File: config.mk
export PLATFORM = sky130hd
export DESIGN_NAME = cnv_status_ctl
export DESIGN_NICKNAME = d
export VERILOG_FILES = /design/src/rtl/cnv_pkg.sv /design/src/rtl/cnv_sel_decode.sv /design/src/rtl/cnv_flag_ctl.sv /design/src/rtl/cnv_data_path.sv /design/src/rtl/cnv_status_ctl.sv
export SDC_FILE = /design/constraint.sdc
export NUM_CORES = 1
export LEC_CHECK = 0
export ABC_AREA = 1
export BUFFER_PORTS_ARGS = -buffer_cell sky130_fd_sc_hd__buf_2
export CAP_MARGIN = 20
export CORE_MARGIN = 2
export CORE_UTILIZATION = 40
export DETAILED_ROUTE_END_ITERATION = 6
export GPL_TIMING_DRIVEN = 0
export PLACE_DENSITY = 0.74
export SLEW_MARGIN = 20
export SYNTH_ARGS = -nofsm -noshare
export SYNTH_HDL_FRONTEND = slang
export SYNTH_SLANG_ARGS = --single-unit
export TNS_END_PERCENT = 50
File: constraint.sdc
create_clock -name clk -period 2.2 [get_ports clk]
set_clock_uncertainty 0.1 [all_clocks]
set_input_delay 0.44 -clock clk [delete_from_list [all_inputs] [get_ports clk]]
set_output_delay 0.44 -clock clk [all_outputs]
set_load 0.05 [all_outputs]
File: src/rtl/cnv_pkg.sv
package cnv_pkg;

    typedef enum logic [3:0] {
        TGT_COMM = 4'd0,
        TGT_DATA = 4'd1,
        TGT_MODE = 4'd2,
        TGT_FILT = 4'd3,
        TGT_DAC  = 4'd4,
        TGT_OFFS = 4'd5,
        TGT_GAIN = 4'd6,
        TGT_TEST = 4'd7,
        TGT_STAT = 4'd8
    } tgt_e;

    typedef struct packed {
        logic       rdy;
        logic       stdy;
        logic       stby;
        logic       noref;
        logic [3:0] id;
    } stat_t;

    localparam int          SEL_W     = 3;
    localparam int          RSV_BIT   = 3;
    localparam logic [2:0]  MODE_STBY = 3'b011;

    function automatic tgt_e sel_to_tgt(input logic [SEL_W-1:0] sel, input logic is_rd);
        tgt_e t;
        if (sel == '0 && is_rd) t = TGT_STAT;
        else                    t = tgt_e'({1'b0, sel});
        return t;
    endfunction

endpackage

File: src/rtl/cnv_sel_decode.sv
module cnv_sel_decode
    import cnv_pkg::*;
(
    input  logic       clk,
    input  logic       rst,
    input  logic       comm_wr,
    input  logic [7:0] comm_din,
    input  logic       acc_is_rd,
    output tgt_e       tgt,
    output logic       err
);
    logic [SEL_W-1:0] sel_q;
    logic             illegal;

    assign illegal = comm_din[RSV_BIT];

    always_ff @(posedge clk) begin
        if (rst) begin
            sel_q <= '0;
            err   <= 1'b0;
        end else begin
            err <= comm_wr && illegal;
            if (comm_wr && !illegal) sel_q <= comm_din[SEL_W-1:0];
        end
    end

    assign tgt = sel_to_tgt(sel_q, acc_is_rd);
endmodule

File: src/rtl/cnv_flag_ctl.sv
module cnv_flag_ctl (
    input  logic       clk,
    input  logic       rst,
    input  logic       res_strobe,
    input  logic       data_rd,
    input  logic       fstep_active,
    input  logic [2:0] mode_code,
    output logic       rdy,
    output logic       stdy
);
    logic [2:0] mode_q;
    logic       pend_q;
    logic       mode_chg;

    assign mode_chg = (mode_code != mode_q);

    always_ff @(posedge clk) begin
        if (rst) begin
            rdy    <= 1'b1;
            stdy   <= 1'b1;
            pend_q <= 1'b0;
            mode_q <= mode_code;
        end else begin
            mode_q <= mode_code;
            if (res_strobe) begin
                rdy <= 1'b0;
                if (fstep_active) begin
                    stdy   <= 1'b1;
                    pend_q <= 1'b1;
                end else if (pend_q) begin
                    stdy   <= 1'b0;
                    pend_q <= 1'b0;
                end
            end else if (mode_chg) begin
                rdy    <= 1'b1;
                stdy   <= 1'b1;
                pend_q <= 1'b0;
            end else if (data_rd) begin
                rdy <= 1'b1;
                if (!pend_q) stdy <= 1'b0;
            end
        end
    end
endmodule

File: src/rtl/cnv_data_path.sv
module cnv_data_path
    import cnv_pkg::*;
#(
    parameter int DATA_W = 24,
    parameter int CAL_W  = 24
) (
    input  logic              clk,
    input  logic              rst,
    input  logic              res_strobe,
    input  logic [DATA_W-1:0] result_in,
    input  logic              cal_done,
    input  logic [CAL_W-1:0]  cal_off_in,
    input  logic [CAL_W-1:0]  cal_gain_in,
    input  logic              ref_low,
    input  logic              stby_pin,
    input  logic [2:0]        mode_code,
    output logic              noref,
    output logic              stby,
    output logic [DATA_W-1:0] data_q,
    output logic [CAL_W-1:0]  off_q,
    output logic [CAL_W-1:0]  gain_q
);
    localparam logic [DATA_W-1:0] ALL_ONES = '1;

    logic stby_req;
    assign stby_req = stby_pin || (mode_code == MODE_STBY);

    always_ff @(posedge clk) begin
        if (rst) begin
            noref  <= 1'b0;
            stby   <= stby_req;
            data_q <= '0;
            off_q  <= '0;
            gain_q <= '0;
        end else begin
            noref <= ref_low;
            stby  <= stby_req;
            if (res_strobe) data_q <= noref ? ALL_ONES : result_in;
            if (cal_done && !noref) begin
                off_q  <= cal_off_in;
                gain_q <= cal_gain_in;
            end
        end
    end
endmodule

File: src/rtl/cnv_status_ctl.sv
module cnv_status_ctl
    import cnv_pkg::*;
#(
    parameter int         DATA_W    = 24,
    parameter int         CAL_W     = 24,
    parameter logic [3:0] ID_NIBBLE = 4'b1100
) (
    input  logic              clk,
    input  logic              rst,
    input  logic              comm_wr,
    input  logic [7:0]        comm_din,
    input  logic              acc_is_rd,
    output logic [3:0]        acc_tgt,
    output logic              comm_err,
    input  logic              res_strobe,
    input  logic [DATA_W-1:0] result_in,
    input  logic              data_rd,
    input  logic              fstep_active,
    input  logic              ref_low,
    input  logic              stby_pin,
    input  logic [2:0]        mode_code,
    input  logic              cal_done,
    input  logic [CAL_W-1:0]  cal_off_in,
    input  logic [CAL_W-1:0]  cal_gain_in,
    output logic [7:0]        status_word,
    output logic [DATA_W-1:0] data_reg,
    output logic [CAL_W-1:0]  offset_reg,
    output logic [CAL_W-1:0]  gain_reg
);
    tgt_e  tgt;
    stat_t st;
    logic  rdy, stdy, stby, noref;

    cnv_sel_decode u_sel (
        .clk       (clk),
        .rst       (rst),
        .comm_wr   (comm_wr),
        .comm_din  (comm_din),
        .acc_is_rd (acc_is_rd),
        .tgt       (tgt),
        .err       (comm_err)
    );

    cnv_flag_ctl u_flag (
        .clk          (clk),
        .rst          (rst),
        .res_strobe   (res_strobe),
        .data_rd      (data_rd),
        .fstep_active (fstep_active),
        .mode_code    (mode_code),
        .rdy          (rdy),
        .stdy         (stdy)
    );

    cnv_data_path #(.DATA_W(DATA_W), .CAL_W(CAL_W)) u_dp (
        .clk         (clk),
        .rst         (rst),
        .res_strobe  (res_strobe),
        .result_in   (result_in),
        .cal_done    (cal_done),
        .cal_off_in  (cal_off_in),
        .cal_gain_in (cal_gain_in),
        .ref_low     (ref_low),
        .stby_pin    (stby_pin),
        .mode_code   (mode_code),
        .noref       (noref),
        .stby        (stby),
        .data_q      (data_reg),
        .off_q       (offset_reg),
        .gain_q      (gain_reg)
    );

    always_comb begin
        st.rdy   = rdy;
        st.stdy  = stdy;
        st.stby  = stby;
        st.noref = noref;
        st.id    = ID_NIBBLE;
    end

    assign status_word = st;
    assign acc_tgt     = tgt;
endmodule

# == After elaboration in Yosys (flattened, before gate mapping) ==
# Index checks and enable logic that the tools add are counted.
# op_classes
n_eq_ne,4
n_reduce_logical,11
mux,14
# op_table
operator,n
24-bit 2-to-1 mux,1
1-bit 2-to-1 mux,12
1-bit logical AND,4
4-bit 2-to-1 mux,1
"3-bit by 2-bit equality test with 1-bit output, second input constant",1
3-bit logical NOT,1
"3-bit by 1-bit inequality test with 1-bit output, second input constant",1
3-bit inequality test,1
"3-bit inequality test, second input constant",1
3-bit AND reduction,1
3-bit nonzero test,1
1-bit logical NOT,2
2-bit nonzero test,1
1-bit logical OR,1
# word_totals
wordCells,40
ff_bits,84
input_bits,93

# == Depth between registers and ports, before layout ==
# Gate-level depths: netlist (run 1).
# logic_depth
depth_word,4
depth_mapped,8
mapped_depth_nobuf,8

# == Hierarchy ==
# A second synthesis (run 1) with hierarchy kept.
# unflattened
hier_cells,499
area_unflattened_um2,3492.1
# modules_own_cells
module,instances,cells_per_inst,seq_area_each_um2,area_per_inst_um2
cnv_data_path,1,424,1481.4,2980.4
cnv_flag_ctl,1,35,120.1,257.7
cnv_sel_decode,1,30,80.1,186.4
cnv_status_ctl,1,10,0.0,67.6

# == Worst setup path after synthesis (run 1) ==
# Ideal clock, no wire load.
# synth_timing
path_kind,input-to-output
from,input acc_is_rd
to,output acc_tgt[3]
path_stages,2
slack_ps,-248
arrival_ps,1908
path_buffers,0
cell_sequence,inv_1 nor4_1
# synth_between
elab_chain_cells,2
# synth_lines
item,line,text
"start, declared",cnv_status_ctl.sv:12,"input logic acc_is_rd,"
1-bit logical AND,cnv_pkg.sv:29,if (sel == '0 && is_rd) t = TGT_STAT;
4-bit 2-to-1 mux,cnv_pkg.sv:29,
"end, declared",cnv_status_ctl.sv:13,"output logic [3:0] acc_tgt,"
# Every way passes these cells.

# == Worst setup path in the final report (run 1) ==
# layout_timing
from,register u_sel.sel_q[0]
to,output acc_tgt[3]
# layout_between
elab_chain_cells,3
# layout_lines
item,line,text
"start, declared",cnv_sel_decode.sv:12,logic [SEL_W-1:0] sel_q;
"start signal, assigned",cnv_sel_decode.sv:23,if (comm_wr && !illegal) sel_q <= comm_din[SEL_W-1:0];
3-bit logical NOT,cnv_pkg.sv:29,
1-bit logical AND,cnv_pkg.sv:29,
4-bit 2-to-1 mux,cnv_pkg.sv:29,
# Every way passes these cells.

==> results of run 1 <==
[worst min-delay path by stage]
stage,start,end,cells past startpoint
after detailed placement,u_flag.stdy,u_flag.stdy,2
final,mode_code[2],u_flag.mode_q[2],1
after floorplan,u_flag.stdy,u_flag.stdy,2
after CTS,mode_code[2],u_flag.mode_q[2],1
after global routing,mode_code[2],u_flag.mode_q[2],1
after global placement,u_flag.stdy,u_flag.stdy,2
[layout make-up]
cell class                 instances  area, um^2
buffer                            37         244
clock buffer                      11         131
clock inverter                     4        51.3
fill                             748        3350
inverter                          17        63.8
multi-input combinational        264        1150
sequential                        84        1680
tap                              102         128
timing repair buffer             168         841
[cell families (layout without fill, tap and decap cells)]
kind of cell,Yosys count,in the layout,share of synthesized area
other,2,4,0.00240
AO/OA/AOI/OAI,79,79,0.127
flip-flops,84,84,0.537
AND/OR/NAND/NOR,181,181,0.235
buffers and inverters,54,237,0.0983
[metal layers]
metal,track usage,part of all wire
met3,0.0627,0.094
met2,0.325,0.48
met4,0.0560,0.0088
met1,0.222,0.42
met5,0,0
[registers in the layout, summed over array words and instances (netlist names)]
name	flops
u_dp.gain_q	24
u_dp.data_q	24
u_dp.off_q	24
u_sel.sel_q	3
u_sel.err	1
u_flag.stdy	1
u_flag.rdy	1
u_dp.noref	1
u_flag.pend_q	1
u_dp.stby	1
u_flag.mode_q	3
[cell usage in the layout, fill, tap and decap left out, drive strengths merged, types with 3 or more instances in the layout]
cell    instances
buf           194
nor2          134
dfxtp          84
o21ai          76
nor3           24
clkbuf         22
nand2          18
inv            17
conb            4
nand3           3
[per-stage QoR]
stage | utilization | cells | hold WS, ns | worst slack (ns) | power [uW]
floorplan | - | 402 | 0.320 | 0.340 | 2340
global placement | 0.538 | 672 | 0.333 | 0.692 | 2580
detailed placement | 0.538 | 672 | 0.338 | 0.638 | 2590
CTS | 0.562 | 687 | 0.111 | 0.365 | 3630
global route | 0.562 | 687 | 0.113 | 0.280 | 3760
finish | 0.562 | 687 | 0.128 | 0.403 | 3590
[power groups by stage]
stage | clock [uW] | sequential, uW | combinational [uW]
after floorplan | 0 | 2070 | 274
after global placement | 0 | 1720 | 860
after detailed placement | 0 | 1720 | 869
after CTS | 1070 | 1690 | 869
after global routing | 1130 | 1700 | 929
final | 1040 | 1690 | 864
==> impl_metrics.py, run 1 <==
metrics = {
    "run_status": {
        "outcome": "finished clean",
    },
    "sta": {
        "drv_slew": 0,
        "post-route-min-period_ns": 1.80,
        "fmax_mhz": 556,
        "setup_tns_ns": 0,
        "hold_viol_final": 0,
        "setup_viol": 0,
        "rsz0062_at_grt": "false",
        "timing.final.crit_share": 0.817,
    },
    "power": {
        "p_switching_uw": 1200,
        "intPower_uw": 2390,
        "clkPwrFrac": 0.289,
        "seqPwrFrac": 0.470,
        "power_density_nw_per_um2": 835,
        "power_frac_comb": 0.241,
        "swShare": 0.334,
        "p_leak_uw": 0.00224,
        "peakVddDrop_v": 0.000443,
    },
    "worst_setup_path": {
        "path_cells": "nor4_2 > buf_2",
        "critPathMaxFanout": 3,
        "crit_buf_inv": 1,
        "critPathTopFamily": "flip-flops",
        "required_ns": 1.66,
        "critPathKind": "reg2out",
        "max_stage_delay_ns": 0.34,
        "reg2reg_depth": 5,
        "cpMaxStageDelayCell": "dfxtp_1",
        "arrival_ns": 1.26,
        "r2r-end": "u_dp.gain_q[18]",
        "start_kind": "register",
        "crit_path_start": "u_sel.sel_q[0]",
        "path_depth": 2,
        "r2r_start": "u_dp.noref",
        "cp-end-kind": "output pin",
        "r2r_slack_ns": 0.88,
        "endpoint": "acc_tgt[3]",
    },
    "logic_synthesis": {
        "synth_area_leader_cell": "dfxtp_1",
        "syn_inst": 400,
        "synthFlopType": "dfxtp_1",
        "syn-cell-area_um2": 3130,
        "synth-edff-count": 0,
        "ys_seq_area_frac": 0.537,
        "yosys-top-cells-count": "133 x nor2_1, 84 x dfxtp_1, 63 x o21ai_0, 24 x nor3_1, 18 x nand2_1",
        "synth_top_area_frac": 0.537,
        "synth-seq-cells": 84,
        "ys_types": 21,
        "async_reset_ff_frac": 0,
        "ys_top_cells_by_area": "dfxtp_1 54%, nor2_1 16%, o21ai_0 10%",
        "yosysMostFrequentCell": "nor2_1",
        "synth_warnings": 0,
        "synth.avg_cell_area_um2": 7.83,
    },
    "cells_and_area": {
        "drive_gt1_frac": 0.366,
        "design_area_um2": 4300,
        "finalNetCount": 674,
        "area_growth_pct": 37.2,
        "diodes": 0,
    },
    "clocking": {
        "postCtsSetupBuffers": 0,
        "clockBufferDepth": 2,
        "numCtsBuffers": 9,
        "cts_tree": "done",
        "clock-sinks": 84,
        "insertion_delay_ns": 0.34,
        "h-tree-depth": 3,
        "cts.clk_slew.worst_paths_ns": 0.08,
        "ctsResizeCount": 0,
        "cts_root_buf": "clkbuf_8",
        "cts_hold_buf": 0,
    },
    "detailed_routing": {
        "ant_nets": 0,
        "viasPerCell": 4.59,
        "drt_iter0_drc": 73,
        "dr.pass1.iters": 4,
        "vias": 3156,
        "route.detailed.drc": 0,
        "drt-total-wl_um": 8150,
        "wl_per_cell_um": 11.9,
    },
    "grt": {
        "grt_pass1_wl_um": 13100,
        "grt_max_degree": 14,
        "grt_pass1_vias": 2931,
        "grt_usage": 0.188,
        "overflow": 0,
        "antenna_found_initial": 0,
    },
    "hold_path": {
        "hold_class": "in2reg",
    },
    "floorplanning": {
        "die_h_um": 92.5,
        "die_w_um": 92.5,
        "io_pins": 178,
        "dieArea_um2": 8550,
        "rows": 32,
        "core_area_um2": 7650,
        "initial_utilization": 0.409,
    },
    "placed_design": {
        "placed_cell_area_um2": 4110,
        "place_congestion": 0.752,
        "io_buffers": 168,
        "dp_hpwl_um": 6290,
    },
    "run": {
        "maxCapViolCount": 0,
    },
}
No activity file was read; power rests on OpenSTA's default activity.
==> run 2: changes to the inputs <==
--- a/config.mk
+++ b/config.mk
@@ -5,14 +5,14 @@
 export SDC_FILE = /design/constraint.sdc
 export NUM_CORES = 1
 export LEC_CHECK = 0
-export ABC_AREA = 1
+export ABC_AREA = 0
 export BUFFER_PORTS_ARGS = -buffer_cell sky130_fd_sc_hd__buf_2
 export CAP_MARGIN = 20
 export CORE_MARGIN = 2
 export CORE_UTILIZATION = 40
 export DETAILED_ROUTE_END_ITERATION = 6
 export GPL_TIMING_DRIVEN = 0
-export PLACE_DENSITY = 0.74
+export PLACE_DENSITY = 0.75
 export SLEW_MARGIN = 20
 export SYNTH_ARGS = -nofsm -noshare
 export SYNTH_HDL_FRONTEND = slang
==> constraint.sdc (replaced) <==
create_clock -name clk -period 1.8 [get_ports clk]
set_clock_uncertainty 0.1 [all_clocks]
set_input_delay 0.36 -clock clk [delete_from_list [all_inputs] [get_ports clk]]
set_output_delay 0.36 -clock clk [all_outputs]
set_load 0.05 [all_outputs]
==> impl_metrics.py, run 2 <==
metrics = {
    "cells_and_area": {
        "finalNetCount": 617,
        "drive_gt1_frac": 0.379,
        "design_area_um2": 4100,
        "diodes": 0,
        "reg_top3": "u_dp.data_q x24, u_dp.gain_q x24, u_dp.off_q x24",
        "utilization": 0.575,
        "layout_common_cells": "176 x buf_2, 99 x nand2_1, 84 x dfxtp_1, 48 x a21oi_1, 29 x nor2_1",
        "fill_cells": 712,
        "final_common_cell": "buf_2",
        "area_growth_pct": 41.0,
    },
    "detailed_routing": {
        "drt-total-wl_um": 7690,
        "vias": 2887,
        "route.detailed.drc": 0,
        "ant_nets": 0,
        "viasPerCell": 4.60,
        "wl_per_cell_um": 12.3,
        "drt_iter0_drc": 65,
        "dr.pass1.iters": 4,
    },
    "logic_synthesis": {
        "ys_types": 20,
        "syn_inst": 343,
        "ys_top_cells_by_area": "dfxtp_1 58%, nand2_1 13%, a21oi_1 8.3%",
        "synthFlopType": "dfxtp_1",
        "async_reset_ff_frac": 0,
        "ys_seq_area_frac": 0.578,
        "synth_area_leader_cell": "dfxtp_1",
        "yosys-top-cells-count": "99 x nand2_1, 84 x dfxtp_1, 48 x a21oi_1, 29 x nor2_1, 24 x o22ai_1",
        "synth_warnings": 0,
        "syn-cell-area_um2": 2910,
        "synth.avg_cell_area_um2": 8.48,
        "yosysMostFrequentCell": "nand2_1",
        "synth_top_area_frac": 0.578,
        "synth-edff-count": 0,
        "synth-seq-cells": 84,
    },
    "sta": {
        "setup_tns_ns": 0,
        "fmax_mhz": 590,
        "post-route-min-period_ns": 1.69,
        "setup_slack_ns": 0.106,
        "rsz0062_at_grt": "false",
        "drv_slew": 0,
        "setup_viol": 0,
        "timing.final.crit_share": 0.941,
        "hold_viol_final": 0,
    },
    "grt": {
        "grt_usage": 0.187,
        "grt_pass1_wl_um": 11500,
        "grt_max_degree": 14,
        "overflow": 0,
        "antenna_found_initial": 0,
        "grt_pass1_vias": 2632,
    },
    "worst_setup_path": {
        "reg2reg_depth": 5,
        "cpMaxStageDelayCell": "dfxtp_1",
        "path_cells": "nor4b_2 > buf_2",
        "critPathKind": "reg2out",
        "start_kind": "register",
        "cp-end-kind": "output pin",
        "arrival_ns": 1.23,
        "critPathMaxFanout": 3,
        "max_stage_delay_ns": 0.34,
        "required_ns": 1.34,
    },
    "clocking": {
        "ctsResizeCount": 0,
        "numCtsBuffers": 9,
        "cts_hold_buf": 0,
        "clock-sinks": 84,
        "insertion_delay_ns": 0.33,
        "h-tree-depth": 3,
        "cts.clk_slew.worst_paths_ns": 0.08,
        "postCtsSetupBuffers": 0,
        "cts_tree": "done",
        "cts_root_buf": "clkbuf_8",
        "clockBufferDepth": 2,
    },
    "run_status": {
        "outcome": "finished clean",
    },
    "placed_design": {
        "place_ws_ns": 0.0450,
        "placed_cell_area_um2": 3890,
        "io_buffers": 168,
        "place_congestion": 0.822,
        "dp_hpwl_um": 5980,
    },
    "floorplanning": {
        "dieArea_um2": 7970,
        "die_h_um": 89.3,
        "rows": 31,
        "core_area_um2": 7140,
        "io_pins": 178,
        "initial_utilization": 0.408,
        "die_w_um": 89.3,
    },
    "run": {
        "maxCapViolCount": 0,
    },
    "hold_path": {
        "hold_class": "in2reg",
        "whs_path_depth": 1,
    },
    "power": {
        "p_leak_uw": 0.00200,
        "power_density_nw_per_um2": 1070,
        "peakVddDrop_v": 0.000533,
    },
}
## run 2: cell type report
class / count / area [um^2] / area share
sequential: 84 / 1680 / 0.410
tap: 99 / 124 / 0.0302
timing repair buffer: 168 / 841 / 0.205
multi-input combinational: 226 / 1070 / 0.261
clock inverter: 4 / 73.8 / 0.0180
clock buffer: 11 / 141 / 0.0345
buffer: 35 / 171 / 0.0418
## run 2: power by group
group	total, uW	internal [uW]	switching (uW)
sequential	2030	1970	56.6
clock	1450	813	637
combinational	896	253	643
## run 2: logic make-up after synthesis
logic type / share of synthesized area
and+or+nand+nor: 0.191
xor gates and xnor gates: 0.00903
other: 0.00258
muxes: 0.0138
buffers and inverters: 0.0589
DFF: 0.578
AOI/OAI and AO/OA: 0.147
## run 2: path summary, 6_finish.rpt
path | startpoint | end | slack [ns]
max | u_sel.sel_q[0] | acc_tgt[3] | 0.11
min | mode_code[0] | u_flag.mode_q[0] | 0.06
max reg2reg | u_dp.noref | u_dp.off_q[21] | 0.27
min reg2reg | u_dp.gain_q[17] | u_dp.gain_q[17] | 0.35
## run 2: layer usage
metal	global-route usage	wire [um]
met1	0.212	3140
met2	0.318	3700
met3	0.0619	708
met4	0.0868	148
met5	0	0
## run 2: through the flow
stage          hold slack (ns)  power, uW  cells
2_1_floorplan            0.288       2700    345
3_3_place_gp             0.339       2950    612
3_5_place_dp             0.343       2970    612
4_1_cts                 0.0416       4420    627
5_1_grt                 0.0483       4560    627
6_report                0.0623       4370    627
## run 2: critical path: cells and delay by family, from the launching register on
kind          cells  cell delay [ns]
buf+inv           1             0.30
flops             1             0.34
simple gates      1             0.26
